--- src/rtl/lpm_pkg.sv ---
package lpm_pkg;

  typedef enum logic [2:0] {
    M_ACTIVE   = 3'd0,
    M_SUBACT   = 3'd1,
    M_SUBSLEEP = 3'd2,
    M_WATCH    = 3'd3,
    M_HWSTBY   = 3'd4,
    M_RSTWAIT  = 3'd5
  } lpm_mode_e;

  // Mode chosen by a sleep request issued from a run mode.
  function automatic lpm_mode_e sleep_target(lpm_mode_e cur, logic ssby,
                                             logic lson, logic pss);
    lpm_mode_e nxt;
    nxt = cur;
    if (ssby && pss) begin
      nxt = M_WATCH;
    end else if (!ssby && pss) begin
      if (cur == M_ACTIVE && lson)       nxt = M_SUBACT;
      else if (cur == M_SUBACT && lson)  nxt = M_SUBSLEEP;
      else if (cur == M_SUBACT && !lson) nxt = M_ACTIVE;
    end
    return nxt;
  endfunction

  // Run mode resumed after an accepted wake-up.
  function automatic lpm_mode_e wake_target(lpm_mode_e cur, logic lson);
    if (cur == M_SUBSLEEP) return M_SUBACT;
    return lson ? M_SUBACT : M_ACTIVE;
  endfunction

  function automatic logic is_run(lpm_mode_e m);
    return (m == M_ACTIVE) || (m == M_SUBACT);
  endfunction

  function automatic logic is_held(lpm_mode_e m);
    return (m == M_SUBSLEEP) || (m == M_WATCH) || (m == M_HWSTBY);
  endfunction

endpackage

--- src/rtl/lpm_sync.sv ---
module lpm_sync #(
  parameter int           W       = 1,
  parameter logic [W-1:0] RST_VAL = '0
) (
  input  logic         clk,
  input  logic         rst_n,
  input  logic [W-1:0] d,
  output logic [W-1:0] q
);
  logic [W-1:0] meta_q;
  logic [W-1:0] sync_q;

  always_ff @(posedge clk or negedge rst_n) begin
    if (!rst_n) begin
      meta_q <= RST_VAL;
      sync_q <= RST_VAL;
    end else begin
      meta_q <= d;
      sync_q <= meta_q;
    end
  end

  assign q = sync_q;
endmodule

--- src/rtl/lpm_stab_cnt.sv ---
module lpm_stab_cnt #(
  parameter int STAB_CYCLES = 64
) (
  input  logic clk,
  input  logic rst_n,
  input  logic count_en,
  output logic done
);
  localparam int CW = $clog2(STAB_CYCLES + 1);
  localparam logic [CW-1:0] LIMIT = CW'(STAB_CYCLES);

  logic [CW-1:0] cnt_q;

  always_ff @(posedge clk or negedge rst_n) begin
    if (!rst_n)              cnt_q <= '0;
    else if (!count_en)      cnt_q <= '0;
    else if (cnt_q != LIMIT) cnt_q <= cnt_q + 1'b1;
  end

  assign done = (cnt_q == LIMIT);
endmodule

--- src/rtl/lpm_wake_qual.sv ---
module lpm_wake_qual #(
  parameter int NIRQ = 16,
  parameter int NKEY = 10,
  parameter int NWEV = 8,
  parameter int NPER = 8
) (
  input  logic [NIRQ-1:0] irq_req,
  input  logic [NIRQ-1:0] irq_en,
  input  logic [NKEY-1:0] key_req,
  input  logic [NKEY-1:0] key_en,
  input  logic [NWEV-1:0] wev_req,
  input  logic [NWEV-1:0] wev_en,
  input  logic [NPER-1:0] per_irq,
  input  logic [NPER-1:0] per_irq_en,
  input  logic            nmi_req,
  input  logic            cpu_mask,
  output logic            wake_ok
);
  logic irq_hit, key_hit, wev_hit, per_hit, maskable_hit;

  assign irq_hit      = |(irq_req & irq_en);
  assign key_hit      = |(key_req & key_en);
  assign wev_hit      = |(wev_req & wev_en);
  assign per_hit      = |(per_irq & per_irq_en);
  assign maskable_hit = irq_hit | key_hit | wev_hit | per_hit;
  assign wake_ok      = nmi_req | (maskable_hit & ~cpu_mask);
endmodule

--- src/rtl/lpm_seq_ctrl.sv ---
module lpm_seq_ctrl
  import lpm_pkg::*;
#(
  parameter int              NIRQ          = 16,
  parameter int              NKEY          = 10,
  parameter int              NWEV          = 8,
  parameter int              NPER          = 8,
  parameter int              STAB_CYCLES   = 64,
  parameter logic [NPER-1:0] SUBSLEEP_KEEP = NPER'(8'h0F),
  parameter logic [NPER-1:0] WATCH_KEEP    = NPER'(8'h08)
) (
  input  logic            clk,
  input  logic            rst_n,
  input  logic            rst_pin_n,
  input  logic            stby_pin_n,
  input  logic            sleep_exec,
  input  logic            ssby_bit,
  input  logic            lson_bit,
  input  logic            pss_bit,
  input  logic [NIRQ-1:0] irq_req,
  input  logic [NIRQ-1:0] irq_en,
  input  logic [NKEY-1:0] key_req,
  input  logic [NKEY-1:0] key_en,
  input  logic [NWEV-1:0] wev_req,
  input  logic [NWEV-1:0] wev_en,
  input  logic [NPER-1:0] per_irq,
  input  logic [NPER-1:0] per_irq_en,
  input  logic            nmi_req,
  input  logic            cpu_mask,
  output logic [2:0]      mode_code,
  output logic            cpu_clk_en,
  output logic [NPER-1:0] per_clk_en,
  output logic            io_hold,
  output logic            exc_start,
  output logic            exc_reset
);
  localparam int OFS_KEY = NIRQ;
  localparam int OFS_WEV = OFS_KEY + NKEY;
  localparam int OFS_PER = OFS_WEV + NWEV;
  localparam int OFS_NMI = OFS_PER + NPER;
  localparam int NREQ    = OFS_NMI + 1;

  // Named internal events, observed by the bound checker.
  logic            rst_sync_n;
  logic            stby_sync_n;
  logic            stab_done;
  logic            wake_ok;
  logic [NREQ-1:0] req_raw;
  logic [NREQ-1:0] req_sync;
  logic [1:0]      pin_sync;

  lpm_mode_e mode_q, mode_d;
  logic      exc_start_d, exc_reset_d;

  // Pins: bit 1 standby, bit 0 reset; reset state = reset pin asserted.
  lpm_sync #(.W(2), .RST_VAL(2'b10)) u_pin_sync (
    .clk(clk), .rst_n(rst_n), .d({stby_pin_n, rst_pin_n}), .q(pin_sync)
  );
  assign rst_sync_n  = pin_sync[0];
  assign stby_sync_n = pin_sync[1];

  assign req_raw = {nmi_req, per_irq, wev_req, key_req, irq_req};

  lpm_sync #(.W(NREQ), .RST_VAL('0)) u_req_sync (
    .clk(clk), .rst_n(rst_n), .d(req_raw), .q(req_sync)
  );

  lpm_stab_cnt #(.STAB_CYCLES(STAB_CYCLES)) u_stab (
    .clk(clk), .rst_n(rst_n),
    .count_en(stby_sync_n & ~rst_sync_n),
    .done(stab_done)
  );

  lpm_wake_qual #(.NIRQ(NIRQ), .NKEY(NKEY), .NWEV(NWEV), .NPER(NPER)) u_wake (
    .irq_req   (req_sync[OFS_KEY-1:0]),
    .irq_en    (irq_en),
    .key_req   (req_sync[OFS_WEV-1:OFS_KEY]),
    .key_en    (key_en),
    .wev_req   (req_sync[OFS_PER-1:OFS_WEV]),
    .wev_en    (wev_en),
    .per_irq   (req_sync[OFS_NMI-1:OFS_PER]),
    .per_irq_en(per_irq_en),
    .nmi_req   (req_sync[OFS_NMI]),
    .cpu_mask  (cpu_mask),
    .wake_ok   (wake_ok)
  );

  // Peripheral clock enables per mode.
  function automatic logic [NPER-1:0] per_gate(lpm_mode_e m);
    case (m)
      M_SUBSLEEP: return SUBSLEEP_KEEP;
      M_WATCH:    return WATCH_KEEP;
      M_HWSTBY:   return '0;
      default:    return '1;
    endcase
  endfunction

  always_comb begin
    mode_d      = mode_q;
    exc_start_d = 1'b0;
    exc_reset_d = 1'b0;
    if (!stby_sync_n) begin
      mode_d = M_HWSTBY;
    end else if (!rst_sync_n) begin
      mode_d = M_RSTWAIT;
    end else begin
      case (mode_q)
        M_RSTWAIT: begin
          if (stab_done) begin
            mode_d      = M_ACTIVE;
            exc_start_d = 1'b1;
            exc_reset_d = 1'b1;
          end
        end
        M_HWSTBY: mode_d = M_HWSTBY;
        M_SUBSLEEP, M_WATCH: begin
          if (wake_ok) begin
            mode_d      = wake_target(mode_q, lson_bit);
            exc_start_d = 1'b1;
          end
        end
        default: begin
          if (sleep_exec && is_run(mode_q))
            mode_d = sleep_target(mode_q, ssby_bit, lson_bit, pss_bit);
        end
      endcase
    end
  end

  always_ff @(posedge clk or negedge rst_n) begin
    if (!rst_n) begin
      mode_q    <= M_RSTWAIT;
      exc_start <= 1'b0;
      exc_reset <= 1'b0;
    end else begin
      mode_q    <= mode_d;
      exc_start <= exc_start_d;
      exc_reset <= exc_reset_d;
    end
  end

  assign mode_code  = mode_q;
  assign cpu_clk_en = is_run(mode_q) || (mode_q == M_RSTWAIT);
  assign per_clk_en = per_gate(mode_q);
  assign io_hold    = is_held(mode_q);
endmodule

--- config.mk ---
export PLATFORM = sky130hd
export DESIGN_NAME = lpm_seq_ctrl
export DESIGN_NICKNAME = d
export VERILOG_FILES = /design/src/rtl/lpm_pkg.sv /design/src/rtl/lpm_sync.sv /design/src/rtl/lpm_stab_cnt.sv /design/src/rtl/lpm_wake_qual.sv /design/src/rtl/lpm_seq_ctrl.sv
export SDC_FILE = /design/constraint.sdc
export NUM_CORES = 1
export LEC_CHECK = 0
export ABC_AREA = 1
export BUFFER_PORTS_ARGS = -buffer_cell sky130_fd_sc_hd__buf_4
export CAP_MARGIN = 20
export CELL_PAD_IN_SITES_DETAIL_PLACEMENT = 1
export CELL_PAD_IN_SITES_GLOBAL_PLACEMENT = 1
export CORE_MARGIN = 4
export CORE_UTILIZATION = 41
export DETAILED_ROUTE_END_ITERATION = 7
export PLACE_DENSITY = 0.85
export SLEW_MARGIN = 25
export SYNTH_ARGS = -nofsm -noshare
export SYNTH_HDL_FRONTEND = slang
export SYNTH_SLANG_ARGS = --single-unit
--- constraint.sdc ---
create_clock -name clk -period 3.27 [get_ports clk]
set_input_delay 0.327 -clock clk [delete_from_list [all_inputs] [get_ports clk]]
set_output_delay 0.327 -clock clk [all_outputs]
set_load 0.01 [all_outputs]
==> Word-level counts from Yosys, hierarchy flattened <==
Cells that the tools add are included.
W data, S select, Z words.
{ "word_totals": {"reg_bits": 102, "latchBits": 0, "ramBits": 0, "romBits": 0, "out_inout_bits": 15, "wordCells": 83, "memories": 0} }
{ "classes": {"add_sub_neg": 1, "multipliers": 0, "div_mod_pow": 0, "order_cmp": 0, "n_eq_ne": 13, "n_shift": 0, "mux": 30, "n_bitwise": 12, "reduce_logical": 19} }
{ "ops": {"columns": ["cell", "n"], "rows": [
  ["$mux W3", 12],
  ["$pmux W8 S3", 1],
  ["$and A16 B16 Y16", 1],
  ["$and A8 B8 Y8", 2],
  ["$reduce_or A16 Y1", 1],
  ["$reduce_or A8 Y1", 2],
  ["$mux W7", 2],
  ["$ne A7 B7 Y1 const B", 2],
  ["$mux W1", 13],
  ["$and A10 B10 Y10", 1],
  ["$reduce_or A10 Y1", 1],
  ["$ne A9 B9 Y1 const B", 1],
  ["$pmux W3 S3", 1],
  ["$add A7 B1 Y7 const B", 1],
  ["$eq A7 B7 Y1 const B", 1],
  ["$eq A3 B2 Y1 const B", 2],
  ["$eq A3 B3 Y1 const B", 2],
  ["$logic_and A1 B1 Y1", 6],
  ["$ne A6 B6 Y1 const B", 1],
  ["$reduce_and A5 Y1", 1],
  ["$logic_or A1 B1 Y1", 4],
  ["$ne A4 B3 Y1 const B", 1],
  ["$ne A4 B4 Y1 const B", 1],
  ["$or A1 B1 Y1", 4],
  ["8 further kinds", 11]
]} }

==> Logic depth before layout (Yosys ltp) <==
{ "logic_depth": {"word_depth": 16, "mapped_depth": 11} }

==> Cells and area by module <==
A second synthesis with hierarchy kept.
{ "hier_totals": {"hier_cells": 300, "hier_area_um2": 3437.0} }
{ "by_module_without_submodules": {"columns": ["mod", "n_inst", "cells_each", "area_per_inst_um2"], "rows": [
  ["lpm_sync (u_req_sync)", 1, 86, 2152.1],
  ["lpm_seq_ctrl", 1, 74, 475.5],
  ["lpm_stab_cnt", 1, 51, 384.1],
  ["lpm_wake_qual", 1, 85, 322.8],
  ["lpm_sync (u_pin_sync)", 1, 4, 102.6]
]} }

==> Worst setup path after synthesis <==
Ideal clock, no wire load.
{ "synth_timing": {"kind": "reg-to-output", "startpoint": "reg mode_q[2] (netlist: mode_code[2])", "endpoint": "out per_clk_en[5]", "t_arrival_ps": 1270, "setup_slack_ps": 1673, "stages_incl_launch_ff": 7, "path_buffers": 1, "cell_sequence": "dfstp_2 > inv_1 > nor2_2 > inv_2 > nor2_1 > nor2_1 > buf_4"} }
{ "synth_via": {"elab_chain_len": 2} }
{ "synth_lines": {"columns": ["item", "line_no", "source"], "rows": [
  ["start: declaration", "lpm_seq_ctrl.sv:52", "lpm_mode_e mode_q, mode_d;"],
  ["start signal: assignment", "lpm_seq_ctrl.sv:136", "mode_q <= mode_d;"],
  ["$eq A3 B3 Y1 / $eq A3 B2 Y1 (equally long branches)", "lpm_seq_ctrl.sv:90", "case (m)"],
  ["$pmux W8 S3 *", "lpm_seq_ctrl.sv:90", null],
  ["end: declaration", "lpm_seq_ctrl.sv:32", "output logic [NPER-1:0] per_clk_en,"]
]} }
Mark *: on every way between the ends. The rest lies on a longest branch, timed or not.

==> Worst setup path after layout <==
{ "layout_timing": {"startpoint": "reg mode_q[2] (netlist: mode_code[2])", "endpoint": "out io_hold"} }
{ "layout_via": {"elab_chain_len": 3} }
{ "layout_lines": {"columns": ["item", "line_no", "source"], "rows": [
  ["$eq A3 B2 Y1", "lpm_pkg.sv:38", "return (m == M_SUBSLEEP) || (m == M_WATCH) || (m == M_HWSTBY);"],
  ["$logic_or A1 B1 Y1", "lpm_pkg.sv:38", null],
  ["$logic_or A1 B1 Y1 *", "lpm_pkg.sv:38", null],
  ["end: declaration", "lpm_seq_ctrl.sv:33", "output logic io_hold,"]
]} }
Marks and branches as above.

==> qor.yml <==
status:
  status: "completed"
drt:
  vias_per_cell: 4.52
  dr.first_iter.drc_count: 62
  ant_nets: 0
  wl_per_cell_um: 14.9
  drcViolationCount: 0
  first_pass_iters: 4
  vias: 2246
  wl_um: 7430
sta:
  setup_tns_ps: 0
  max_slew_margin_pct: 62.9
  max_freq_ghz: 0.472
  fin_crit_ps: 2120
  slew_viol_final: 0
  setup_viol: 0
  final_hold_viol_count: 0
  hold_slack_ps: 69.7
  rsz0062_at_grt: "false"
  worst_pin_slew_ps: 557
  skew_ps: 9.42
  period_share_pct: 64.8
global_routing:
  grt_pass1_wl_um: 12100
  met2_usage_pct: 28.0
  grt_overflow: 0
  grt_max_degree: 47
  grt-busiest-layer: "met2"
  use_met1_pct: 18.3
  antenna_found_initial: 0
  track_usage_pct: 16.1
  grtUsageMet3_pct: 6.07
  grt_pass1_vias: 2581
critical_path:
  crit_type: "flop to output pin"
  reg2reg_slack_ps: 1750
  critPathBufInv: 4
  rr_startpoint: "u_pin_sync.q[1]"
  worstSetupPathDepth: 7
  crit_path_top_delay_cell: "dfstp_2"
  arrival_ps: 1790
  critPathCapture: "io_hold"
  critPathCaptureType: "output pin"
  critPathTopFamily: "flip-flops"
  path_cells: "inv_1 > nor2_2 > inv_2 > nor2_1 > nor2_1 > inv_1 > buf_4"
  cp-start-kind: "flop"
  worst_setup_path_startpoint: "mode_code[2]"
  slowest_delay_ps: 600
  reg2reg_depth: 5
  r2r_end: "mode_code[1]"
  crit_fanout: 6
  crit_required_ps: 2940
final_layout:
  num-fill-cells: 849
  antenna_cells: 0
  layout_commonest_cell: "buf_4"
  layout-drive-gt1-share_pct: 35.9
  mostFrequentLayoutCells: "110 x buf_4, 98 x dfrtp_1, 81 x nand2_1, 20 x nor2_1, 19 x inv_1"
  syn_to_final_growth_pct: 33.5
  fin_area_mm2: 0.00446
  nets: 487
place:
  place_hpwl_um: 5790
  place.gp.congestion: 0.765
  port_buffers: 108
  place_area_mm2: 0.00428
clock_network:
  clkTransAtPathRegs_ps: 90
  ctsHtreeMaxLevel: 3
  cts_setup_buffers: 0
  root_buffer: "clkbuf_8"
  cts_tree: "done"
  clk_path_buf_depth: 2
  clk-insertion-delay-late_ps: 350
  cts_buffers: 9
  clkSinkCount: 102
synth:
  ys_seq_elements: 102
  syn_area_mm2: 0.00334
  synth-simple-area-share_pct: 16.4
  ys_seq_area_share_pct: 76.5
  synth_area_per_cell_um2: 12.2
  synth_top_family_by_area: "simple AND/OR/NAND/NOR gates"
  syn_nets: 369
  netlist_instances: 273
  synth_warnings: 0
  synth_fa_ha_area_share_pct: 0.749
  synthMuxAreaShare_pct: 0
  synth_xor_xnor_area_share_pct: 0.262
  synth_compound_area_share_pct: 2.58
  ys_types: 24
power_and_ir_drop:
  powerDensity_mw_per_mm2: 507
  leakage_nw: 2.27
  peakVddDrop_v: 0.000290
worst_hold_path:
  min_path_type: "input port to flop"
floorplanning:
  die_h_um: 98.3
  io_pins: 109
  fp.dieW_um: 98.3
  rows: 32
  start_util_pct: 42.8
  coreArea_mm2: 0.00781
  die_area_mm2: 0.00966
run:
  drv_cap: 0
[metrics by stage]
step	util, %	worst slack, ps	std cells	power (W)
2_1_floorplan	-	1670	273	0.00142
3_3_place_gp	54.5	1680	480	0.00156
3_5_place_dp	54.8	1550	481	0.00157
4_1_cts	57.1	1150	497	0.00229
5_1_grt	57.1	1030	497	0.00237
6_report	57.1	1150	497	0.00226
[layer usage]
layer / vias up / share of wire (%)
met5: - / 0
met4: 0 / 1.1
met3: 11 / 8.8
met2: 80 / 53
met1: 1080 / 37
li1: 1075 / -
[how the worst min path moves through the flow]
stage | startpoint | endpoint | slack [ps] | cells past startpoint
after floorplan | rst_n | exc_reset | 30 | 0
after global placement | u_req_sync.meta_q[4] | u_req_sync.q[4] | 330 | 0
after detailed placement | u_req_sync.meta_q[9] | u_req_sync.q[9] | 340 | 0
after CTS | key_req[5] | u_req_sync.meta_q[21] | 60 | 1
after global routing | irq_req[8] | u_req_sync.meta_q[8] | 50 | 1
final | irq_req[8] | u_req_sync.meta_q[8] | 70 | 1
[power by group]
group          leakage, nW  internal, W  switching, W
registers             1.21      0.00132     0.0000200
clock network       0.0873     0.000300      0.000418
logic                0.972     0.000111     0.0000907
[flip-flops by register name (all words and copies together) (netlist names)]
register	flops
u_pin_sync.meta_q	2
exc_start	1
u_stab.cnt_q	7
u_req_sync.q	43
exc_reset	1
mode_code	3
u_pin_sync.q	2
u_req_sync.meta_q	43
[cells by family after synthesis]
group	count (synthesis)
AOI/OAI and AO/OA	15
xor gates and xnor gates	1
adders and majority gates	2
buffers and inverters	26
DFF	102
and+or+nand+nor	127
[what timing repair did]
item	4_1_cts	5_1_grt
resized for setup	0	0
endpoints found under the hold margin	44	0
hold buffers	1	0
[synth_stat cells]
master	instances	area, um2
a22oi_2	1	12.5
buf_4	5	37.5
o21ai_0	4	20.0
ha_1	2	25.0
a21oi_1	8	40.0
nor3_1	3	15.0
dfrtp_1	98	2450
and3_1	1	6.26
nor2_2	3	18.8
nor4_1	1	6.26
xor2_1	1	8.76
nand2_2	2	12.5
nor2_1	20	75.1
nand3_1	8	40.0
nor3_2	1	10.0
dfstp_2	4	105
inv_2	2	7.51
nor2_4	1	11.3
nand4_1	3	18.8
nand2_1	81	304
a21boi_0	1	7.51
a31oi_1	1	6.26
inv_1	19	71.3
nand3_2	3	30.0
[cell type report]
| type | instances | area (um2) | share of cell area, % |
|---|---|---|---|
| well taps | 102 | 128 | 2.86 |
| clock inverters | 4 | 32.5 | 0.729 |
| flip-flops and latches | 102 | 2560 | 57.3 |
| inverters | 21 | 78.8 | 1.77 |
| repair buffers | 112 | 856 | 19.2 |
| clock buffers | 11 | 141 | 3.17 |
| multi-input cells | 145 | 668 | 15.0 |
No activity file was read; power rests on OpenSTA's default activity.
